[src/rtl/tmr8_pkg.sv]
package tmr8_pkg;

    localparam int unsigned DW     = 8;
    localparam int unsigned NUM_CH = 2;

    typedef enum logic [2:0] {
        CK_STOP     = 3'b000,
        CK_DIV_A    = 3'b001,
        CK_DIV_B    = 3'b010,
        CK_DIV_C    = 3'b011,
        CK_CHAIN    = 3'b100,
        CK_PIN_FALL = 3'b101,
        CK_PIN_RISE = 3'b110,
        CK_PIN_BOTH = 3'b111
    } clk_sel_e;

    typedef enum logic [1:0] {
        CLR_NONE = 2'b00,
        CLR_ON_A = 2'b01,
        CLR_ON_B = 2'b10,
        CLR_RSVD = 2'b11
    } clr_mode_e;

    typedef struct packed {
        logic      ie_b;
        logic      ie_a;
        logic      ie_ovf;
        clr_mode_e clr;
        clk_sel_e  cks;
    } tmr_ctl_t;

    typedef struct packed {
        logic cmf_b;
        logic cmf_a;
        logic ovf;
    } tmr_flags_t;

    typedef struct packed {
        logic div_a;
        logic div_b;
        logic div_c;
    } pre_tick_t;

    typedef struct packed {
        logic rise;
        logic fall;
    } pin_ev_t;

    // Register kinds decoded from address bits 7:1; bit 0 picks the channel.
    localparam logic [6:0] KIND_CTL  = 7'h40;
    localparam logic [6:0] KIND_STS  = 7'h41;
    localparam logic [6:0] KIND_CMPA = 7'h42;
    localparam logic [6:0] KIND_CMPB = 7'h43;
    localparam logic [6:0] KIND_CNT  = 7'h44;

    function automatic logic pick_tick(clk_sel_e sel, pre_tick_t pre,
                                       pin_ev_t pin, logic chain);
        logic t;
        case (sel)
            CK_STOP:     t = 1'b0;
            CK_DIV_A:    t = pre.div_a;
            CK_DIV_B:    t = pre.div_b;
            CK_DIV_C:    t = pre.div_c;
            CK_CHAIN:    t = chain;
            CK_PIN_FALL: t = pin.fall;
            CK_PIN_RISE: t = pin.rise;
            CK_PIN_BOTH: t = pin.rise | pin.fall;
            default:     t = 1'b0;
        endcase
        return t;
    endfunction

    function automatic logic [DW-1:0] sts_byte(tmr_flags_t f);
        return {f, {(DW-3){1'b0}}};
    endfunction

endpackage

[src/rtl/tmr8_prescaler.sv]
module tmr8_prescaler
    import tmr8_pkg::*;
#(
    parameter int unsigned LOG_A = 3,
    parameter int unsigned LOG_B = 6,
    parameter int unsigned LOG_C = 13
) (
    input  logic      clk,
    input  logic      rst,
    output pre_tick_t ticks
);
    localparam int unsigned PW = LOG_C;

    logic [PW-1:0] div_q;

    always_ff @(posedge clk) begin
        if (rst) div_q <= '0;
        else     div_q <= div_q + 1'b1;
    end

    always_comb begin
        ticks.div_a = &div_q[LOG_A-1:0];
        ticks.div_b = &div_q[LOG_B-1:0];
        ticks.div_c = &div_q[LOG_C-1:0];
    end

    // a slower tick always coincides with every faster one
    a_r3_nested_ticks: assert property (@(posedge clk) disable iff (rst)
        (ticks.div_c |-> ticks.div_b) and (ticks.div_b |-> ticks.div_a));

endmodule

[src/rtl/tmr8_pin_sync.sv]
module tmr8_pin_sync
    import tmr8_pkg::*;
#(
    parameter int unsigned STAGES = 2
) (
    input  logic    clk,
    input  logic    rst,
    input  logic    pin,
    output pin_ev_t ev
);
    logic [STAGES-1:0] sync_q;
    logic              last_q;

    generate
        if (STAGES == 1) begin : g_one
            always_ff @(posedge clk) begin
                if (rst) sync_q <= '0;
                else     sync_q <= pin;
            end
        end else begin : g_chain
            always_ff @(posedge clk) begin
                if (rst) sync_q <= '0;
                else     sync_q <= {sync_q[STAGES-2:0], pin};
            end
        end
    endgenerate

    always_ff @(posedge clk) begin
        if (rst) last_q <= 1'b0;
        else     last_q <= sync_q[STAGES-1];
    end

    always_comb begin
        ev.rise = sync_q[STAGES-1] & ~last_q;
        ev.fall = ~sync_q[STAGES-1] & last_q;
    end

endmodule

[src/rtl/tmr8_channel.sv]
module tmr8_channel
    import tmr8_pkg::*;
(
    input  logic          clk,
    input  logic          rst,
    input  pre_tick_t     pre,
    input  pin_ev_t       pin,
    input  logic          chain_in,
    input  logic          chain_block,
    input  logic          wr_ctl,
    input  logic          wr_sts,
    input  logic          wr_cmpa,
    input  logic          wr_cmpb,
    input  logic          wr_cnt,
    input  logic [DW-1:0] wdata,
    output tmr_ctl_t      ctl_q,
    output tmr_flags_t    flags_q,
    output logic [DW-1:0] cmpa_q,
    output logic [DW-1:0] cmpb_q,
    output logic [DW-1:0] cnt_q,
    output logic          ev_cmpa_q,
    output logic          ev_ovf_q,
    output logic          irq_b,
    output logic          irq_a,
    output logic          irq_ovf
);
    logic       tick;
    logic       hit_a, hit_b, clr_hit, wrap_hit;
    tmr_flags_t set_v, keep_v;

    always_comb begin
        tick     = pick_tick(ctl_q.cks, pre, pin, chain_in & ~chain_block);
        hit_a    = (cnt_q == cmpa_q);
        hit_b    = (cnt_q == cmpb_q);
        clr_hit  = ((ctl_q.clr == CLR_ON_A) && hit_a) ||
                   ((ctl_q.clr == CLR_ON_B) && hit_b);
        wrap_hit = (&cnt_q) && !clr_hit;
        set_v.cmf_b = tick & hit_b;
        set_v.cmf_a = tick & hit_a;
        set_v.ovf   = tick & wrap_hit;
        keep_v = wr_sts ? tmr_flags_t'(wdata[DW-1:DW-3]) : tmr_flags_t'(3'b111);
    end

    always_ff @(posedge clk) begin
        if (rst) begin
            ctl_q     <= tmr_ctl_t'('0);
            flags_q   <= tmr_flags_t'('0);
            cmpa_q    <= '1;
            cmpb_q    <= '1;
            cnt_q     <= '0;
            ev_cmpa_q <= 1'b0;
            ev_ovf_q  <= 1'b0;
        end else begin
            if (wr_ctl)  ctl_q  <= tmr_ctl_t'(wdata);
            if (wr_cmpa) cmpa_q <= wdata;
            if (wr_cmpb) cmpb_q <= wdata;
            flags_q <= (flags_q & keep_v) | set_v;
            if (wr_cnt)      cnt_q <= wdata;
            else if (tick)   cnt_q <= clr_hit ? '0 : cnt_q + 1'b1;
            ev_cmpa_q <= set_v.cmf_a;
            ev_ovf_q  <= set_v.ovf;
        end
    end

    always_comb begin
        irq_b   = flags_q.cmf_b & ctl_q.ie_b;
        irq_a   = flags_q.cmf_a & ctl_q.ie_a;
        irq_ovf = flags_q.ovf   & ctl_q.ie_ovf;
    end

    // a stopped counter holds its value
    a_r3_stop_holds: assert property (@(posedge clk) disable iff (rst)
        (ctl_q.cks == CK_STOP && !wr_cnt) |=> $stable(cnt_q));

    // one both-edge pin event moves the counter by exactly one
    a_r4_pin_step: assert property (@(posedge clk) disable iff (rst)
        (ctl_q.cks == CK_PIN_BOTH && (pin.rise || pin.fall) && !wr_cnt && !clr_hit)
        |=> cnt_q == DW'($past(cnt_q) + 1'b1));

    // a tick on the compare-A value raises the A flag
    a_r7_match_a_flag: assert property (@(posedge clk) disable iff (rst)
        (tick && cnt_q == cmpa_q) |=> flags_q.cmf_a);

    // a tick at the top value wraps and raises the wrap flag
    a_r8_wrap_sets_ovf: assert property (@(posedge clk) disable iff (rst)
        (tick && (&cnt_q) && !clr_hit && !wr_cnt) |=> (cnt_q == '0 && flags_q.ovf));

    // a clearing hit sends the counter to zero
    a_r9_clear_to_zero: assert property (@(posedge clk) disable iff (rst)
        (tick && clr_hit && !wr_cnt) |=> cnt_q == '0);

endmodule

[src/rtl/dual_tmr8.sv]
module dual_tmr8
    import tmr8_pkg::*;
#(
    parameter int unsigned PRE_LOG_A   = 3,
    parameter int unsigned PRE_LOG_B   = 6,
    parameter int unsigned PRE_LOG_C   = 13,
    parameter int unsigned SYNC_STAGES = 2
) (
    input  logic       clk,
    input  logic       rst,
    input  logic [7:0] bus_addr,
    input  logic       bus_we,
    input  logic [7:0] bus_wdata,
    output logic [7:0] bus_rdata,
    input  logic       ext_clk_in,
    output logic [1:0] irq_cmp_b,
    output logic [1:0] irq_cmp_a,
    output logic [1:0] irq_ovf
);
    pre_tick_t pre;
    pin_ev_t   pin;

    tmr_ctl_t   ctl_v   [NUM_CH];
    tmr_flags_t flags_v [NUM_CH];
    logic [DW-1:0] cmpa_v [NUM_CH];
    logic [DW-1:0] cmpb_v [NUM_CH];
    logic [DW-1:0] cnt_v  [NUM_CH];

    logic [NUM_CH-1:0] ev_cmpa_v, ev_ovf_v, chain_src, wr_cnt_v;
    logic              both_chain;

    tmr8_prescaler #(.LOG_A(PRE_LOG_A), .LOG_B(PRE_LOG_B), .LOG_C(PRE_LOG_C)) u_pre (
        .clk(clk), .rst(rst), .ticks(pre)
    );

    tmr8_pin_sync #(.STAGES(SYNC_STAGES)) u_pin (
        .clk(clk), .rst(rst), .pin(ext_clk_in), .ev(pin)
    );

    assign chain_src[0] = ev_ovf_v[1];
    assign chain_src[1] = ev_cmpa_v[0];
    assign both_chain   = (ctl_v[0].cks == CK_CHAIN) && (ctl_v[1].cks == CK_CHAIN);

    generate
        for (genvar c = 0; c < NUM_CH; c++) begin : g_ch
            logic sel;
            assign sel         = bus_we && (bus_addr[0] == 1'(c));
            assign wr_cnt_v[c] = sel && (bus_addr[7:1] == KIND_CNT);

            tmr8_channel u_ch (
                .clk        (clk),
                .rst        (rst),
                .pre        (pre),
                .pin        (pin),
                .chain_in   (chain_src[c]),
                .chain_block(both_chain),
                .wr_ctl     (sel && (bus_addr[7:1] == KIND_CTL)),
                .wr_sts     (sel && (bus_addr[7:1] == KIND_STS)),
                .wr_cmpa    (sel && (bus_addr[7:1] == KIND_CMPA)),
                .wr_cmpb    (sel && (bus_addr[7:1] == KIND_CMPB)),
                .wr_cnt     (wr_cnt_v[c]),
                .wdata      (bus_wdata),
                .ctl_q      (ctl_v[c]),
                .flags_q    (flags_v[c]),
                .cmpa_q     (cmpa_v[c]),
                .cmpb_q     (cmpb_v[c]),
                .cnt_q      (cnt_v[c]),
                .ev_cmpa_q  (ev_cmpa_v[c]),
                .ev_ovf_q   (ev_ovf_v[c]),
                .irq_b      (irq_cmp_b[c]),
                .irq_a      (irq_cmp_a[c]),
                .irq_ovf    (irq_ovf[c])
            );
        end
    endgenerate

    always_comb begin
        bus_rdata = '0;
        case (bus_addr[7:1])
            KIND_CTL:  bus_rdata = ctl_v[bus_addr[0]];
            KIND_STS:  bus_rdata = sts_byte(flags_v[bus_addr[0]]);
            KIND_CMPA: bus_rdata = cmpa_v[bus_addr[0]];
            KIND_CMPB: bus_rdata = cmpb_v[bus_addr[0]];
            KIND_CNT:  bus_rdata = cnt_v[bus_addr[0]];
            default:   bus_rdata = '0;
        endcase
    end

    // with both channels chained to each other, neither counter moves
    a_r6_both_chain_frozen: assert property (@(posedge clk) disable iff (rst)
        (both_chain && wr_cnt_v == '0) |=> ($stable(cnt_v[0]) && $stable(cnt_v[1])));

endmodule

[config.mk]
export PLATFORM = sky130hd
export DESIGN_NAME = dual_tmr8
export DESIGN_NICKNAME = d
export VERILOG_FILES = /design/src/rtl/tmr8_pkg.sv /design/src/rtl/tmr8_prescaler.sv /design/src/rtl/tmr8_pin_sync.sv /design/src/rtl/tmr8_channel.sv /design/src/rtl/dual_tmr8.sv
export SDC_FILE = /design/constraint.sdc
export NUM_CORES = 1
export LEC_CHECK = 0
export BUFFER_PORTS_ARGS = -buffer_cell sky130_fd_sc_hd__clkbuf_2
export CORE_ASPECT_RATIO = 2
export CORE_UTILIZATION = 34
export CTS_CLUSTER_SIZE = 28
export DETAILED_ROUTE_END_ITERATION = 16
export PLACE_DENSITY_LB_ADDON = 0.25
export REMOVE_ABC_BUFFERS = 1
export SYNTH_ARGS = -nofsm -noshare
export SYNTH_HDL_FRONTEND = slang
export SYNTH_HIERARCHICAL = 1
export SYNTH_SLANG_ARGS = --single-unit
[constraint.sdc]
create_clock -name clk -period 2.3 [get_ports clk]
set_clock_uncertainty 0.1 [all_clocks]
set_input_delay 0.115 -clock clk [delete_from_list [all_inputs] [get_ports clk]]
set_output_delay 0.115 -clock clk [all_outputs]
set_load 0.02 [all_outputs]
# == Yosys cells after proc, flatten, opt, wreduce, memory -nomap -nowiden ==
# Cells that the tools add are included.
# word_totals
register_bits,88
out_inout_bits,14
# classes
n_addsub,3
n_lt_le_gt_ge,1
n_eq_ne,27
muxes,26
bitwise_logic,26
n_reduce_logical,32
# ops
operator,count
$mux 8,18
$pmux 8 s5,1
$eq 7x7->1 const B,5
$eq 8x8->1,4
$eq 3x3->1 const B,8
$logic_and 1x1->1,19
$add 8x1->8 const B,2
$and 1x1->1,16
$pmux 1 s8,2
$reduce_and 8->1,2
$mux 3,5
$add 13x1->13 const B,1
$reduce_and 13->1,1
$eq 3x2->1 const B,4
$and 3x3->3,2
$eq 3x1->1 const B,2
$logic_not 3->1,2
$or 3x3->3,2
$reduce_and 6->1,1
$eq 2x1->1 const B,2
$eq 2x2->1 const B,2
$not 1->1,4
$reduce_bool 2->1,2
$reduce_and 3->1,1
5 further kinds,7

# == Logic depth before layout (Yosys ltp) ==
# Gate-level depths: netlist (run 1).
# depth
word_depth,7
depth_mapped,10

# == Cells and area by module ==
# The synthesis (run 1) kept the hierarchy.
# modules_own_cells
mod,instances,cells_each,area_per_inst_um2,seq_area_each_um2
tmr8_channel,2,197,1955.6,740.7
dual_tmr8,1,72,696.9,0.0
tmr8_prescaler,1,63,591.8,260.2
tmr8_pin_sync,1,8,91.3,60.1

# == Least setup slack after synthesis (run 1) ==
# OpenSTA, ideal clock, no wires.
# synth_timing
path_kind,register to register
start,reg u_pre.div_q[0]
end,reg g_ch[1].u_ch.cnt_q[2]
setup_time_ns,0.122
arrival_time_ns,1.731
required_time_ns,2.078
path_slack_ns,0.346
path_stages_with_launch,10
synth_period_minus_slack_ns,1.954
cell_sequence,dfxtp_1 -> ha_1 -> nand4_1 -> nor4_1 -> mux2_1 -> a22oi_2 -> and2_4 -> buf_8 -> a32oi_1 -> nand3_1
# synth_rtl
element,line_no,source
from (decl),tmr8_prescaler.sv:14,logic [PW-1:0] div_q;
from (signal assigned),tmr8_prescaler.sv:18,else div_q <= div_q + 1'b1;
to (signal assigned),tmr8_channel.sv:58,if (wr_cnt) cnt_q <= wdata;
to (signal assigned),tmr8_channel.sv:59,else if (tick) cnt_q <= clr_hit ? '0 : cnt_q + 1'b1;
to (decl),tmr8_channel.sv:20,"output logic [DW-1:0] cnt_q,"

==> results of run 1 <==
==> routing by layer <==
| layer | GRT usage [%] | vias to the layer above | wire (microns) | share of wire (%) |
|---|---|---|---|---|
| li1 | - | 2061 | - | - |
| met4 | 21.4 | 0 | 1550 | 9.3 |
| met1 | 19.0 | 2195 | 5580 | 33 |
| met5 | 0 | - | 0 | 0 |
| met2 | 40.7 | 142 | 9120 | 54 |
| met3 | 3.26 | 65 | 506 | 3.0 |
==> sequential cells by signal, indices dropped and copies added, names as in the netlist <==
register,count
u_pin/sync_q,2
g_ch.u_ch/flags_q,6
u_pre/div_q,13
u_pin/last_q,1
g_ch.u_ch/cmpa_q,16
g_ch.u_ch/ev_cmpa_q,1
g_ch.u_ch/ev_ovf_q,1
g_ch.u_ch/cmpb_q,16
g_ch.u_ch/cnt_q,16
g_ch.u_ch/ctl_q,16
==> worst max-delay path by stage <==
stage | startpoint | to | slack (ns) | cells past startpoint
global route | u_pre/div_q[0]$_SDFF_PP0_ | g_ch[0].u_ch/cnt_q[3]$_SDFFE_PP0P_ | 0.02 | 8
CTS | u_pre/div_q[0]$_SDFF_PP0_ | g_ch[0].u_ch/cnt_q[7]$_SDFFE_PP0P_ | 0.18 | 8
global placement | bus_addr[7] | g_ch[1].u_ch/cnt_q[5]$_SDFFE_PP0P_ | 0.07 | 10
detailed placement | bus_addr[7] | g_ch[1].u_ch/cnt_q[5]$_SDFFE_PP0P_ | 0.08 | 10
finish | u_pre/div_q[0]$_SDFF_PP0_ | g_ch[0].u_ch/cnt_q[5]$_SDFFE_PP0P_ | 0.24 | 8
floorplan | bus_addr[4] | g_ch[0].u_ch/cmpa_q[0]$_SDFFE_PP1P_ | -0.25 | 5
==> through the flow <==
step	TNS [ns]	cells	power [uW]	setup slack, ns
CTS	0	779	3450	0.180
floorplan	-7.76	506	1700	-0.254
detailed placement	0	762	1850	0.0788
global route	0	779	3530	0.0241
global placement	0	762	1850	0.0654
finish	0	779	3420	0.243
==> area by class of cell <==
type / instances / area [sq um] / area share, %
multi-input cells: 405 / 3280 / 54.1
flip-flops and latches: 88 / 1760 / 29.1
repair buffers: 62 / 398 / 6.58
well taps: 195 / 244 / 4.03
clock buffers: 10 / 229 / 3.78
clock inverters: 6 / 92.6 / 1.53
inverters: 13 / 48.8 / 0.807
==> repair_timing <==
action	CTS	global route
hold buffers	1	0
gates resized for setup	0	2
hold endpoints to repair	1	0
endpoints found under the setup margin	0	9
==> power groups by stage <==
stage | registers (uW) | logic (uW) | clock network [uW]
after global routing | 1580 | 258 | 1700
after detailed placement | 1610 | 240 | 0
final | 1580 | 244 | 1600
after global placement | 1610 | 238 | 0
after floorplan | 1600 | 102 | 0
after CTS | 1570 | 242 | 1640
==> worst max-delay path, delay by kind of cell (launching register included) <==
family	cells	cell delay, ns
AO/OA/AOI/OAI	2	0.47
adder cells (fa/ha/maj)	1	0.23
buffers and inverters	1	0.17
flip-flops	1	0.35
multiplexers	1	0.31
AND/OR/NAND/NOR	3	0.34
==> metrics, run 1 <==
CP arrival 2.20 ns; status finished clean; most common cell after layout, fill and taps aside dfxtp_1; fin. max-slew vios 0; sw frac 24.4%; total track usage 21.6%; FF-to-FF path depth 8; CP max stage delay 0.35 ns; Hold Crit Start rst; Critical Path End Type flip-flop; die area 16,000 sq um; number of nets in the layout 603; CTS tree built; r2r setup slk 0.24 ns; IO Count 34; CTS Buf Count 9; die height 178 microns; number of remaining DRC errors 0; Via Count 4,463; clk_lat worst skew 0.35 ns; commonest non-fill, non-tap cells in the layout dfxtp_1 (88), mux2i_1 (64), nand2_1 (48); # fillers 1,528; hold endpoint u_pre/div_q[5]$_SDFF_PP0_; GPL Wtd Cong 0.940; CP Cell Sequence ha_2 -> nand4_1 -> nor4_2 -> mux2_1 -> a22oi_2 -> nand2_1 -> buf_4 -> o211ai_1; Setup violations, final 0; port bufs 33; largest net degree at the start of global routing 30; max cap viols 0; crit-path max FO 5; final instance area 6050 sq um; peak supply drop 0.000304 V; HP Class primary input to flip-flop; RSZ-0062 raised after global routing no; FF-to-FF Start u_pre/div_q[0]$_SDFF_PP0_; dpl cell area 5710 sq um; hold depth 2; Min Hold Slack 0.0416 ns; Final ANT Viol Nets 0; reg2reg end g_ch[0].u_ch/cnt_q[5]$_SDFFE_PP0P_; routed len/inst 21.5 microns; CP startpoint kind flip-flop; root buffer cell clkbuf_16; clock slew at reported path FFs 0.06 ns; dpl hpwl 13.1 mm; power per cell area 566 nW/um^2; Post-Syn Area 5250 sq um; Longest Clk Path Bufs 2; vias per cell 5.73; max frequency 486 MHz; initial antenna violation count 0; Final Critical Period 2.06 ns; Comb pwr share 7.1%; core area 15,000 sq um; endpoints failing hold 0; Sink Count 88; Yosys warning total 6; Leak 0.00227 uW; Starting Density 35.0%; Starting DRT DRC Count 174; layout cells sized above 1 21.9%; postcts setup bufs 0; worst slew pin tran 0.607 ns; mean post-synth cell area 9.82 sq um; Psw 834 uW; total gr overflow 0; cell row count 63; synth-to-layout area growth 15.3%; Total Wirelength 16.8 mm; post-layout util 40.4%; Worst path slowest cell dfxtp_1; Reg power frac 46.0%; clock share of power 46.9%; H-tree depth 3; first-pass GRT wire length 25.7 mm; number of global-route vias before repair 4,567; TritonRoute pass-1 iters 5; Int Pwr 2590 uW; cells after synthesis 534; Tcrit/Tclk final 89.4%; worst path required time 2.44 ns; max_slew headroom 59.4%; die width 89.8 microns; WS Path Type flip-flop to flip-flop; # diodes 0
(Power assumes the default switching activity.)
==> run 2: changes to the inputs <==
Clock period 2.3 ns to 2.29 ns, I/O delays scaled along.
==> run 2 against run 1 <==
Against the previous run:
- via count up 1.9%
- clock power decreased by 6%
- non-clock buffer count increased by 1
- maximum frequency shrank 2.7%
- sequential share of layout area is 0.066 points higher
- critical path depth unchanged
- cell count grew 0.13%
- critical path type unchanged
==> metrics, run 2 (synthesis results as in run 1) <==
HP Class primary input to flip-flop; Placed Cells 763; Hold Crit Start bus_wdata[1]; max frequency 473 MHz; CP arrival 2.27 ns; CTS tree built; hold depth 3; Leak 0.00227 uW; Critical Path End Type flip-flop; number of global-route vias before repair 4,581; Psw 917 uW; clock slew at reported path FFs 0.08 ns; Longest Clk Path Bufs 2; layout cells sized above 1 22.2%; max_slew headroom 60.8%; most common cell after layout, fill and taps aside dfxtp_1; dpl cell area 5720 sq um; final instance area 6040 sq um; FF+latch area 1760 sq um; Sink Count 88; initial antenna violation count 0; power per cell area 551 nW/um^2; WS Path Type flip-flop to flip-flop; routed len/inst 21.8 microns; fin worst setup slack 0.177 ns; number of remaining DRC errors 0; largest net degree at the start of global routing 26; die width 89.8 microns; crit-path max FO 6; CP startpoint kind flip-flop; endpoints failing hold 0; number of nets in the layout 604; worst path required time 2.44 ns; status finished clean; first-pass GRT wire length 26.4 mm; pre-CTS WS 0.0934 ns; commonest non-fill, non-tap cells in the layout dfxtp_1 (88), mux2i_1 (64), nand2_1 (47); clock share of power 45.0%; max cap viols 0; # diodes 0; multi-input logic area 3280 sq um; Final Critical Period 2.11 ns; clk_lat worst skew 0.35 ns; Starting DRT DRC Count 241; synth-to-layout area growth 15.1%; vias per cell 5.83; Tcrit/Tclk final 92.3%; Layout Cells excl Fill 780; cell row count 63; sw frac 27.6%; peak supply drop 0.000312 V; root buffer cell clkbuf_16; die area 16,000 sq um; Critical Path Start u_pre/div_q[1]$_SDFF_PP0_; FF-to-FF Start u_pre/div_q[1]$_SDFF_PP0_; dpl hpwl 13.1 mm; Reg power frac 47.5%; Comb pwr share 7.4%; core area 15,000 sq um; CTS Buf Count 9; r2r setup slk 0.18 ns; GPL Wtd Cong 0.894; IO Count 34; H-tree depth 3; total track usage 21.9%; Total Wirelength 17.0 mm; Setup violations, final 0; postcts setup bufs 0; total gr overflow 0; FF-to-FF path depth 8; Int Pwr 2410 uW; reg2reg end g_ch[0].u_ch/cnt_q[4]$_SDFFE_PP0P_; fin. max-slew vios 0; die height 178 microns; port bufs 33; worst slew pin tran 0.585 ns; hold endpoint g_ch[0].u_ch/cmpb_q[1]$_SDFFE_PP1P_; Via Count 4,548; TritonRoute pass-1 iters 5; Min Hold Slack 0.0884 ns; Starting Density 35.0%; # fillers 1,510; Final ANT Viol Nets 0
[run 2: critical path, cell delays in order (launching register included)]
cell and delay (ns):
dfxtp_1 0.38, ha_1 0.25, nand4_1 0.20, nor4_2 0.23, mux2_1 0.20, a22oi_2 0.09, nand2_2 0.16, nand2_1 0.12
o32ai_1 0.29
[run 2: worst max path at each step]
| stage | end | cells past startpoint |
|---|---|---|
| global placement | g_ch[1].u_ch/cnt_q[5]$_SDFFE_PP0P_ | 10 |
| floorplan | g_ch[0].u_ch/cmpa_q[0]$_SDFFE_PP1P_ | 5 |
| CTS | g_ch[0].u_ch/cnt_q[4]$_SDFFE_PP0P_ | 8 |
| detailed placement | g_ch[1].u_ch/cnt_q[5]$_SDFFE_PP0P_ | 10 |
| global route | g_ch[0].u_ch/cnt_q[1]$_SDFFE_PP0P_ | 8 |
| finish | g_ch[0].u_ch/cnt_q[4]$_SDFFE_PP0P_ | 8 |
[run 2: metal layers]
layer | vias up | share of wire (%) | track usage [%]
met2 | 169 | 55 | 42.3
met5 | - | 0 | 0
met4 | 0 | 8.4 | 18.5
met1 | 2245 | 33 | 19.6
li1 | 2067 | - | -
met3 | 67 | 3.4 | 3.21
[run 2: power by group through the flow]
stage / logic, uW / registers, uW / clock network [uW]
2_1_floorplan: 102 / 1610 / 0
3_3_place_gp: 238 / 1620 / 0
3_5_place_dp: 243 / 1620 / 0
4_1_cts: 245 / 1580 / 1530
5_1_grt: 262 / 1580 / 1590
6_report: 247 / 1580 / 1500
[run 2: final cells by class]
class                   instances  share of cell area [%]
clock buffers                   9                    3.73
clock inverters                 7                    1.24
inverters                      13                   0.808
multi-input cells             405                    54.3
flip-flops and latches         88                    29.2
well taps                     195                    4.04
repair buffers                 63                    6.72
[run 2: timing repair]
| action | 4_1_cts | 5_1_grt |
|---|---|---|
| resized for setup | 0 | 2 |
| endpoints found under the setup margin | 0 | 7 |
| hold endpoints to repair | 1 | 0 |
| hold buffers | 1 | 0 |
[run 2: through the flow]
step                TNS, ns  util (%)  power [uW]
finish                    0      40.3        3330
CTS                       0      40.2        3350
detailed placement        0      38.2        1860
global placement          0      38.2        1850
floorplan             -8.06         -        1710
global route         -0.102      40.3        3430
